--- config.mk ---
export PLATFORM = sky130hd
export DESIGN_NAME = dma4_core
export DESIGN_NICKNAME = d
export VERILOG_FILES = /design/src/rtl/dma4_pkg.sv /design/src/rtl/dma4_chan.sv /design/src/rtl/dma4_pages.sv /design/src/rtl/dma4_core.sv
export SDC_FILE = /design/constraint.sdc
export NUM_CORES = 1
export LEC_CHECK = 0
export ABC_AREA = 1
export BUFFER_PORTS_ARGS = -buffer_cell sky130_fd_sc_hd__buf_4
export CORE_MARGIN = 2
export CORE_UTILIZATION = 40
export CTS_CLUSTER_SIZE = 20
export DETAILED_ROUTE_END_ITERATION = 12
export PLACE_DENSITY_LB_ADDON = 0.08
export SYNTH_ARGS = -nofsm -noshare
export SYNTH_HDL_FRONTEND = slang
export SYNTH_SLANG_ARGS = --single-unit
--- constraint.sdc ---
create_clock -name clk -period 2.65 [get_ports clk]
set_input_delay 0.3975 -clock clk [delete_from_list [all_inputs] [get_ports clk]]
set_output_delay 0.3975 -clock clk [all_outputs]
set_load 0.05 [all_outputs]
--- src/rtl/dma4_pkg.sv ---
package dma4_pkg;

    typedef enum logic [1:0] {
        XF_VERIFY = 2'd0,
        XF_WRITE  = 2'd1,
        XF_READ   = 2'd2,
        XF_BAD    = 2'd3
    } xfer_e;

    typedef enum logic {
        LATCH_LO = 1'b0,
        LATCH_HI = 1'b1
    } latch_e;

    localparam logic [3:0] OFF_CMD_STAT = 4'h8;
    localparam logic [3:0] OFF_REQ      = 4'h9;
    localparam logic [3:0] OFF_MASK1    = 4'hA;
    localparam logic [3:0] OFF_MODE     = 4'hB;
    localparam logic [3:0] OFF_CLRFF    = 4'hC;
    localparam logic [3:0] OFF_MRST     = 4'hD;
    localparam logic [3:0] OFF_MCLR     = 4'hE;
    localparam logic [3:0] OFF_MALL     = 4'hF;

    // Port index to storage slot for the page file.
    function automatic logic [2:0] page_slot(input logic [2:0] idx);
        logic [2:0] s;
        case (idx)
            3'd7:    s = 3'd0;
            3'd3:    s = 3'd1;
            3'd1:    s = 3'd2;
            3'd2:    s = 3'd3;
            3'd0:    s = 3'd4;
            3'd4:    s = 3'd5;
            3'd5:    s = 3'd6;
            default: s = 3'd7;
        endcase
        return s;
    endfunction

endpackage

--- src/rtl/dma4_chan.sv ---
module dma4_chan
    import dma4_pkg::*;
#(
    parameter int AW = 16
) (
    input  logic          clk,
    input  logic          rst_n,
    input  logic          addr_we_lo,
    input  logic          addr_we_hi,
    input  logic          cnt_we_lo,
    input  logic          cnt_we_hi,
    input  logic [AW/2-1:0] wbyte,
    input  logic          mode_we,
    input  xfer_e         mode_xfer,
    input  logic          mode_dec,
    input  logic          mask_we,
    input  logic          mask_val,
    input  logic          req_we,
    input  logic          req_val,
    input  logic          master_rst,
    input  logic          tc_clear,
    input  logic          step,
    output logic [AW-1:0] addr_q,
    output logic [AW-1:0] cnt_q,
    output logic          mask_q,
    output logic          req_q,
    output logic          tc_q,
    output xfer_e         xfer_q,
    output logic          dec_q
);
    localparam int HB = AW / 2;

    always_ff @(posedge clk or negedge rst_n) begin
        if (!rst_n) begin
            addr_q <= '0;
            cnt_q  <= '0;
            mask_q <= 1'b1;
            req_q  <= 1'b0;
            tc_q   <= 1'b1;
            xfer_q <= XF_VERIFY;
            dec_q  <= 1'b0;
        end else begin
            if (addr_we_lo) addr_q[HB-1:0]  <= wbyte;
            if (addr_we_hi) addr_q[AW-1:HB] <= wbyte;
            if (cnt_we_lo)  cnt_q[HB-1:0]   <= wbyte;
            if (cnt_we_hi)  cnt_q[AW-1:HB]  <= wbyte;
            if (step) begin
                addr_q <= dec_q ? addr_q - 1'b1 : addr_q + 1'b1;
                cnt_q  <= cnt_q - 1'b1;
            end
            if (mode_we) begin
                xfer_q <= mode_xfer;
                dec_q  <= mode_dec;
            end
            if (master_rst)   mask_q <= 1'b1;
            else if (mask_we) mask_q <= mask_val;
            if (master_rst)   req_q <= 1'b0;
            else if (req_we)  req_q <= req_val;
            if (master_rst)                tc_q <= 1'b1;
            else if (tc_clear)             tc_q <= 1'b0;
            else if (step && cnt_q == '0)  tc_q <= 1'b1;
        end
    end


    step_count_chk: assert property (@(posedge clk) disable iff (!rst_n)
        step |=> cnt_q == AW'($past(cnt_q) - 1'b1));


    wrap_tc_chk: assert property (@(posedge clk) disable iff (!rst_n)
        (step && cnt_q == '0) |=> tc_q);


    mrst_chk: assert property (@(posedge clk) disable iff (!rst_n)
        master_rst |=> (mask_q && tc_q && !req_q));


    tc_clear_chk: assert property (@(posedge clk) disable iff (!rst_n)
        (tc_clear && !master_rst) |=> !tc_q);

endmodule

--- src/rtl/dma4_pages.sv ---
module dma4_pages
    import dma4_pkg::*;
#(
    parameter int DW   = 8,
    parameter int NPG  = 8,
    parameter int NCH  = 4
) (
    input  logic                   clk,
    input  logic                   rst_n,
    input  logic                   we,
    input  logic [$clog2(NPG)-1:0] idx,
    input  logic [DW-1:0]          wdata,
    output logic [DW-1:0]          rdata,
    input  logic [$clog2(NCH)-1:0] ch_sel,
    output logic [DW-1:0]          ch_page
);
    localparam int IW = $clog2(NPG);

    logic [DW-1:0] slot_q [NPG];
    logic [IW-1:0] wslot;

    assign wslot = page_slot(idx);

    for (genvar s = 0; s < NPG; s++) begin : g_slot
        always_ff @(posedge clk or negedge rst_n) begin
            if (!rst_n)
                slot_q[s] <= '0;
            else if (we && wslot == IW'(s))
                slot_q[s] <= wdata;
        end
    end

    assign rdata   = slot_q[wslot];
    assign ch_page = slot_q[IW'(ch_sel)];

endmodule

--- src/rtl/dma4_core.sv ---
module dma4_core
    import dma4_pkg::*;
#(
    parameter int NCH = 4,
    parameter int DW  = 8,
    parameter int NPG = 8
) (
    input  logic                   clk,
    input  logic                   rst_n,
    input  logic                   reg_wr,
    input  logic                   reg_rd,
    input  logic [3:0]             reg_off,
    input  logic [DW-1:0]          reg_wdata,
    output logic [DW-1:0]          reg_rdata,
    input  logic                   page_we,
    input  logic [$clog2(NPG)-1:0] page_idx,
    input  logic [DW-1:0]          page_wdata,
    output logic [DW-1:0]          page_rdata,
    input  logic                   acc_req,
    input  logic [$clog2(NCH)-1:0] acc_ch,
    input  logic                   acc_write,
    output logic                   acc_ok,
    output logic [3*DW-1:0]        acc_addr,
    output logic [NCH-1:0]         mask_o,
    output logic [DW-1:0]          cfg_flags
);
    localparam int AW  = 2 * DW;
    localparam int CW  = $clog2(NCH);

    latch_e latch_q, latch_d;

    logic           rd_en, any_acc, is_chreg, is_cnt;
    logic [CW-1:0]  sel_ch;
    logic           master_rst, clr_ff, tc_clear;

    logic [AW-1:0]  addr_v [NCH];
    logic [AW-1:0]  cnt_v  [NCH];
    logic [NCH-1:0] mask_v, req_v, tc_v, dec_v, step_v;
    xfer_e          xfer_v [NCH];
    logic [DW-1:0]  page_of_ch;

    assign rd_en      = reg_rd && !reg_wr;
    assign any_acc    = reg_wr || reg_rd;
    assign is_chreg   = !reg_off[3];
    assign is_cnt     = reg_off[0];
    assign sel_ch     = reg_off[2:1];
    assign master_rst = reg_wr && reg_off == OFF_MRST;
    assign clr_ff     = reg_wr && reg_off == OFF_CLRFF;
    assign tc_clear   = rd_en && reg_off == OFF_CMD_STAT;

    // Byte-order latch: state register
    always_ff @(posedge clk or negedge rst_n) begin
        if (!rst_n) latch_q <= LATCH_LO;
        else        latch_q <= latch_d;
    end

    // Byte-order latch: next state
    always_comb begin
        latch_d = latch_q;
        unique case (latch_q)
            LATCH_LO: begin
                if (master_rst || clr_ff)          latch_d = LATCH_LO;
                else if ((reg_wr || rd_en) && is_chreg) latch_d = LATCH_HI;
            end
            LATCH_HI: begin
                if (master_rst || clr_ff)          latch_d = LATCH_LO;
                else if ((reg_wr || rd_en) && is_chreg) latch_d = LATCH_LO;
            end
        endcase
    end

    // Command byte
    always_ff @(posedge clk or negedge rst_n) begin
        if (!rst_n)                                 cfg_flags <= '0;
        else if (reg_wr && reg_off == OFF_CMD_STAT) cfg_flags <= reg_wdata;
    end

    // Beat acceptance
    always_comb begin
        acc_ok = 1'b0;
        if (acc_req && !any_acc && !tc_v[acc_ch]) begin
            acc_ok = acc_write ? (xfer_v[acc_ch] == XF_WRITE)
                               : (xfer_v[acc_ch] == XF_READ);
        end
    end

    assign acc_addr = {page_of_ch, addr_v[acc_ch]};

    for (genvar c = 0; c < NCH; c++) begin : g_ch
        logic hit_addr, hit_cnt, mode_hit, mask_we, mask_val, req_hit;

        assign hit_addr = reg_wr && is_chreg && sel_ch == CW'(c) && !is_cnt;
        assign hit_cnt  = reg_wr && is_chreg && sel_ch == CW'(c) &&  is_cnt;
        assign mode_hit = reg_wr && reg_off == OFF_MODE && reg_wdata[1:0] == 2'(c);
        assign req_hit  = reg_wr && reg_off == OFF_REQ  && reg_wdata[1:0] == 2'(c);
        assign mask_we  = reg_wr && ((reg_off == OFF_MASK1 && reg_wdata[1:0] == 2'(c))
                                     || reg_off == OFF_MCLR || reg_off == OFF_MALL);
        assign mask_val = (reg_off == OFF_MASK1) ? reg_wdata[2] :
                          (reg_off == OFF_MALL)  ? reg_wdata[c] : 1'b0;
        assign step_v[c] = acc_ok && acc_ch == CW'(c);

        dma4_chan #(.AW(AW)) u_chan (
            .clk        (clk),
            .rst_n      (rst_n),
            .addr_we_lo (hit_addr && latch_q == LATCH_LO),
            .addr_we_hi (hit_addr && latch_q == LATCH_HI),
            .cnt_we_lo  (hit_cnt && latch_q == LATCH_LO),
            .cnt_we_hi  (hit_cnt && latch_q == LATCH_HI),
            .wbyte      (reg_wdata),
            .mode_we    (mode_hit),
            .mode_xfer  (xfer_e'(reg_wdata[3:2])),
            .mode_dec   (reg_wdata[5]),
            .mask_we    (mask_we),
            .mask_val   (mask_val),
            .req_we     (req_hit),
            .req_val    (reg_wdata[2]),
            .master_rst (master_rst),
            .tc_clear   (tc_clear),
            .step       (step_v[c]),
            .addr_q     (addr_v[c]),
            .cnt_q      (cnt_v[c]),
            .mask_q     (mask_v[c]),
            .req_q      (req_v[c]),
            .tc_q       (tc_v[c]),
            .xfer_q     (xfer_v[c]),
            .dec_q      (dec_v[c])
        );
    end

    assign mask_o = mask_v;

    dma4_pages #(.DW(DW), .NPG(NPG), .NCH(NCH)) u_pages (
        .clk     (clk),
        .rst_n   (rst_n),
        .we      (page_we),
        .idx     (page_idx),
        .wdata   (page_wdata),
        .rdata   (page_rdata),
        .ch_sel  (acc_ch),
        .ch_page (page_of_ch)
    );

    // Read-back mux
    always_comb begin
        logic [AW-1:0] word;
        word      = is_cnt ? cnt_v[sel_ch] : addr_v[sel_ch];
        reg_rdata = '0;
        if (rd_en) begin
            if (is_chreg) begin
                unique case (latch_q)
                    LATCH_LO: reg_rdata = word[DW-1:0];
                    LATCH_HI: reg_rdata = word[AW-1:DW];
                endcase
            end else if (reg_off == OFF_CMD_STAT) begin
                reg_rdata = DW'({req_v, tc_v});
            end
        end
    end


    latch_flip_chk: assert property (@(posedge clk) disable iff (!rst_n)
        ((reg_wr || reg_rd) && !reg_off[3]) |=> latch_q != $past(latch_q));


    no_beat_on_reg_chk: assert property (@(posedge clk) disable iff (!rst_n)
        (reg_wr || reg_rd) |-> !acc_ok);


    tc_blocks_chk: assert property (@(posedge clk) disable iff (!rst_n)
        (acc_req && tc_v[acc_ch]) |-> !acc_ok);

endmodule

==> flow_summary.yaml, run 1 <==
floorplan:
  die-height_um: 212
  die_x_um: 212
  core_um2: 42800
  dieArea_um2: 44800
  rows: 76
  start_util_pct: 40.3
  io_pins: 85
yosys:
  synth_common_cells: "792 x nand2_1, 500 x nand3_1, 217 x dfrtp_1"
  ys_ff_latch: 225
  synthCells: 2570
  yosysMostFrequentCell: "nand2_1"
  yosysWarnings: 0
  async_flop_share_pct: 100
  synth_ff_type: "dfrtp_1"
  synth.avg_cell_area_um2: 6.71
  synth_cell_type_count: 46
  synth.top_cell.area_share_pct: 31.5
  synth_edf_count: 0
  syn-num-nets: 2674
  syn_area_um2: 17200
  yosysTopAreaCell: "dfrtp_1"
  synth_area_leaders: "dfrtp_1 32%, nand2_1 17%, nand3_1 15%"
  ys_seq_area_share_pct: 32.7
sta:
  fin_setup_tns_ns: 0
  slew_viol_final: 0
  relSlewSlack_pct: 38.6
  hold_slack_ns: 0.0478
  fmax_mhz: 387
  setup_viol: 0
  rsz0062_at_grt: "true"
  period_needed_ns: 2.58
  fin_crit_sh_pct: 97.5
  setup_ws_ns: 0.0671
  worst_pin_slew_ns: 0.917
  worst_clock_skew_ns: 0.0133
  finalHoldViolations: 0
hold_path:
  hold_path_end: "u_pages.slot_q[40]"
  min-delay-start: "page_wdata[0]"
  whs_path_depth: 3
  hp-class: "input port to flip-flop"
clock_network:
  cts_buffer_depth: 3
  clk_pin_slew_ns: 0.06
  insertion_delay_ns: 0.57
  ctsHtreeMaxLevel: 1
  root_buffer: "clkbuf_16"
  clkSinkCount: 225
  numCtsBuffers: 28
  cts_tree: "built"
routing:
  drt_first_pass_iters: 7
  vias: 17900
  vias_per_cell: 5.60
  drc: 0
  antenna_left: 0
  drtIter0Drc: 1612
  wl_met2_um: 30000
  met1_length_um: 29800
  post_drt_wl_per_cell_um: 20.3
  drt_wl_total_um: 65000
  top_layer: "met4"
  route.met3.wl_um: 3690
setup_path:
  crit_required_ns: 2.25
  critPathTopFamily: "simple AND/OR/NAND/NOR gates"
  ff2ff_path_depth: 9
  critPathMaxFanout: 22
  path_cells: "buf_12 -> nand2_1 -> o22ai_1 -> nand2_1 -> nand3_1 -> nand2_1 -> buf_4"
  cpPeakStageDelay_ns: 0.42
  start_kind: "flip-flop"
  rr_endpoint: "g_ch[3].u_chan.addr_q[11]"
  cp-end-kind: "output port"
  regToRegStartpoint: "g_ch[3].u_chan.dec_q"
  crit_type: "flip-flop to output port"
  slowest_stage: "dfrtp_2"
  crit_top_cell: "nand2_1"
  cp.arrival_ns: 2.19
  worstPathBufferInverterCount: 2
  r2r_slack_ns: 0.30
pwr:
  peakVddDrop_mv: 0.533
  p_leak_nw: 9.84
  power_density_nw_per_um2: 860
place:
  gp_congestion: 0.919
  post-place-ws_ns: 0.143
  place_inst: 3143
  placed_area_um2: 18500
  dp_hpwl_um: 47400
  portBuffers: 84
grt:
  grt_pass1_wl_um: 100000
  first_global_vias: 16600
  grt_max_degree: 67
  grt_use_total_pct: 29.0
  grt_overflow: 0
  grt_antenna_before_repair: 0
final_layout:
  area_delta_synth_final_pct: 12.9
  diodes: 0
  finalInstanceArea_um2: 19500
  fillers: 4461
  layout.nets: 2732
  final_cell_count_no_fill: 3195
  drive_gt1_share_pct: 8.98
job:
  drv_cap: 0
run_status:
  status: "finished clean"
placed cells by master, fill, tap and decap left out, drive strengths merged, types with 44 or more instances in the layout:
cell type  Yosys  layout
a21oi         72      72
a22oi         48      48
buf           57     131
clkbuf        47      44
dfrtp        217     217
ha            68      68
inv          229     229
nand2        794     794
nand3        504     504
nor2         174     174
o21ai        137     137
xor2          64      64
worst min-delay path, delay by kind of cell:
family	cells	cell delay, ns
compound gates	1	0.05
simple gates	1	0.04
buf+inv	1	0.08
layer usage:
layer	up-vias	GRT usage, %
li1	8663	-
met1	8522	41.5
met2	615	47.2
met3	93	2.74
met4	0	7.12
met5	-	0
what timing repair did:
action,CTS,global route
buffers inserted,0,0
gates resized for setup,3,4
hold endpoints to repair,61,0
endpoints found under the setup margin,4,5
pin swaps,0,0
hold buffers,1,0
layout make-up:
type                            count  area [um2]  area share, %
Clock buffer                       44         861           4.42
Clock inverter                      7        77.6          0.399
Inverter                          232         878           4.51
Multi-Input combinational cell   2009       10200           52.2
Sequential cell                   225        5640           29.0
Tap cell                          546         683           3.51
Timing Repair Buffer              132        1150           5.92
how the worst max path moves through the flow:
stage	startpoint	to	slack, ns	depth (start not counted)
after floorplan	acc_ch[1]	acc_addr[20]	-0.14	6
after global placement	page_idx[0]	page_rdata[6]	0.21	11
after detailed placement	page_idx[0]	page_rdata[6]	0.14	11
after CTS	latch_q	reg_rdata[1]	0.02	7
after global routing	page_idx[0]	page_rdata[6]	-0.06	11
final	latch_q	reg_rdata[1]	0.07	7
where the power goes:
| group | internal, mW | leakage, nW | switching [mW] | total (mW) |
|---|---|---|---|---|
| sequential | 4.46 | 2.86 | 1.54 | 6.00 |
| combinational | 2.43 | 6.52 | 4.40 | 6.83 |
| clock | 2.32 | 0.461 | 1.59 | 3.91 |
kinds of logic after synthesis:
family          share of synthesized area [%]
simple gates                             39.7
flops                                    32.7
buf+inv                                  8.41
mux                                     0.196
xor+xnor                                 4.07
fa+ha+maj                                5.40
compound gates                           9.52
per-stage QoR:
stage	power, mW	utilization, %
after floorplan	10.4	-
after global placement	12.7	43.2
after detailed placement	12.8	43.2
after CTS	16.8	45.4
after global routing	17.9	45.5
final	16.7	45.5
flip-flops by register name (all words and copies together), names as in the netlist, 4 cells and up:
signal and count:
g_ch.u_chan.dec_q 4, g_ch.u_chan.xfer_q 8, cfg_flags 8, u_pages.slot_q 64, g_ch.u_chan.cnt_q 64, g_ch.u_chan.addr_q 64
g_ch.u_chan.tc_q 4, g_ch.u_chan.mask_q 4, g_ch.u_chan.req_q 4
No activity file was read; power rests on OpenSTA's default activity.
==> run 2, diff against run 1 <==
ABC_CLOCK_PERIOD_IN_PS = 2650   (was unset)
CORE_MARGIN = 8   (was 2)
TNS_END_PERCENT = 1   (was unset)
==> run 2 against run 1 <==
  * Cell area up 0.14%
  * Sequential cell count unchanged
  * Clock skew up 0.0014 ns
  * Critical path type unchanged
==> flow_summary.yaml, run 2 (synthesis results as in run 1) <==
run_status:
  status: "finished clean"
clock_network:
  post-cts-setup-buffers: 0
  root_buffer: "clkbuf_16"
  numCtsBuffers: 27
  cts_buffer_depth: 3
  cts_tree: "built"
  insertion_delay_ns: 0.56
  clkSinkCount: 225
  ctsHtreeMaxLevel: 1
  clk_pin_slew_ns: 0.06
final_layout:
  largestRegisters: "g_ch.u_chan.addr_q x64, g_ch.u_chan.cnt_q x64, u_pages.slot_q x64"
  area_delta_synth_final_pct: 13.1
  layout_commonest_cell: "nand2_1"
  layout.nets: 2744
  diodes: 0
  post-route-util_pct: 45.5
  drive_gt1_share_pct: 9.36
  fillers: 4457
  final_cell_mix: "792 x nand2_1, 500 x nand3_1, 217 x dfrtp_1, 209 x inv_1, 153 x nor2_1"
floorplan:
  io_pins: 85
  core_um2: 42800
  rows: 76
  die-height_um: 224
  die_x_um: 224
  dieArea_um2: 50000
  start_util_pct: 40.3
sta:
  fin_crit_sh_pct: 98.0
  fin_setup_tns_ns: 0
  finalHoldViolations: 0
  fmax_mhz: 385
  worst_clock_skew_ns: 0.0147
  slew_viol_final: 0
  relSlewSlack_pct: 38.6
  rsz0062_at_grt: "true"
  worst_pin_slew_ns: 0.918
  period_needed_ns: 2.60
  setup_ws_ns: 0.0538
  setup_viol: 0
job:
  drv_cap: 0
pwr:
  peakVddDrop_mv: 0.490
  p_sw_mw: 7.54
  clkPwrFrac_pct: 22.6
  p_leak_nw: 9.87
  p_seq_share_pct: 35.9
  p_int_mw: 9.12
  power_switching_share_pct: 45.2
  power_density_nw_per_um2: 855
  p_comb_share_pct: 41.6
place:
  portBuffers: 84
  gp_congestion: 0.931
  post-place-ws_ns: 0.208
  dp_hpwl_um: 49300
setup_path:
  critPathTopFamily: "buffers and inverters"
  crit_top_cell: "nand2_1"
  critPathMaxFanout: 17
  path_cells: "inv_4 -> buf_4 -> nand4_1 -> nand2_1 -> nand2_1 -> nand3_1 -> nand2_1 -> buf_4"
  r2r_slack_ns: 0.24
  cpPeakStageDelay_ns: 0.41
  ff2ff_path_depth: 9
  path_depth: 8
  cp-end-kind: "output port"
  slowest_stage: "dfrtp_1"
  crit_type: "flip-flop to output port"
  start_kind: "flip-flop"
  worstPathBufferInverterCount: 3
  crit_path_start: "latch_q"
  crit_required_ns: 2.25
  regToRegStartpoint: "g_ch[1].u_chan.dec_q"
  cp-endpoint: "reg_rdata[2]"
  cp.arrival_ns: 2.20
  rr_endpoint: "g_ch[1].u_chan.addr_q[13]"
routing:
  drc: 0
  post_drt_wl_per_cell_um: 20.4
  drtIter0Drc: 1618
  antenna_left: 0
  vias_per_cell: 5.62
  drt_wl_total_um: 65400
  drt_first_pass_iters: 6
  vias: 18000
grt:
  grt_overflow: 0
  grt_pass1_wl_um: 102000
  first_global_vias: 17100
  grt_use_total_pct: 25.6
  grt_max_degree: 73
  grt_antenna_before_repair: 0
hold_path:
  hp-class: "input port to flip-flop"
==> run 2: metrics by stage <==
| stage | area (um2) | hold slack (ns) | power (mW) | instances |
|---|---|---|---|---|
| floorplan | 17200 | 0.102 | 10.4 | 2570 |
| global placement | 18600 | 0.405 | 12.9 | 3156 |
| detailed placement | 18600 | 0.418 | 12.9 | 3156 |
| CTS | 19500 | 0.0433 | 16.7 | 3205 |
| global route | 19500 | 0.0618 | 17.8 | 3205 |
| finish | 19500 | 0.0610 | 16.7 | 3205 |
==> run 2: per-layer routing <==
metal | GRT usage [%] | wire, um | part of all wire, % | vias to the layer above
met5 | 0 | 0 | 0 | -
met3 | 2.60 | 3650 | 5.6 | 94
met4 | 7.33 | 1850 | 2.8 | 0
met2 | 42.2 | 30200 | 46 | 574
li1 | - | - | - | 8699
met1 | 35.4 | 29700 | 45 | 8642
==> run 2: what timing repair did <==
item	in CTS	in global routing
resized for setup	2	1
endpoints found under the setup margin	6	2
hold endpoints to repair	67	0
hold buffers	1	0
==> run 2: final cells by class <==
cell class                      instances  area [um2]  area share [%]
Multi-Input combinational cell       2009       10200            52.2
Clock inverter                         11         115           0.591
Timing Repair Buffer                  145        1240            6.34
Clock buffer                           37         763            3.92
Tap cell                              546         683            3.51
Inverter                              232         876            4.49
Sequential cell                       225        5640            28.9
==> run 2: how the worst min path moves through the flow <==
stage             startpoint            endpoint  depth (start not counted)  slack (ns)
2_1_floorplan          rst_n        cfg_flags[0]                          0        0.10
3_3_place_gp           rst_n  u_pages.slot_q[14]                          1        0.41
3_5_place_dp           rst_n  u_pages.slot_q[14]                          1        0.42
4_1_cts        page_wdata[6]  u_pages.slot_q[46]                          3        0.04
5_1_grt        page_wdata[1]  u_pages.slot_q[41]                          3        0.06
6_report       page_wdata[1]  u_pages.slot_q[41]                          3        0.06
==> run 2: power groups by stage <==
stage | Clock [mW] | Sequential (mW) | Combinational (mW)
2_1_floorplan | 0 | 5.41 | 4.96
3_3_place_gp | 0 | 6.01 | 6.84
3_5_place_dp | 0 | 6.00 | 6.87
4_1_cts | 3.83 | 5.95 | 6.91
5_1_grt | 3.95 | 6.08 | 7.74
6_report | 3.76 | 5.97 | 6.93
==> run 2: tightest hold or removal path, delay by kind of cell <==
| family | cells | cell delay (ns) |
|---|---|---|
| simple gates | 1 | 0.04 |
| compound gates | 1 | 0.05 |
| buf+inv | 1 | 0.09 |
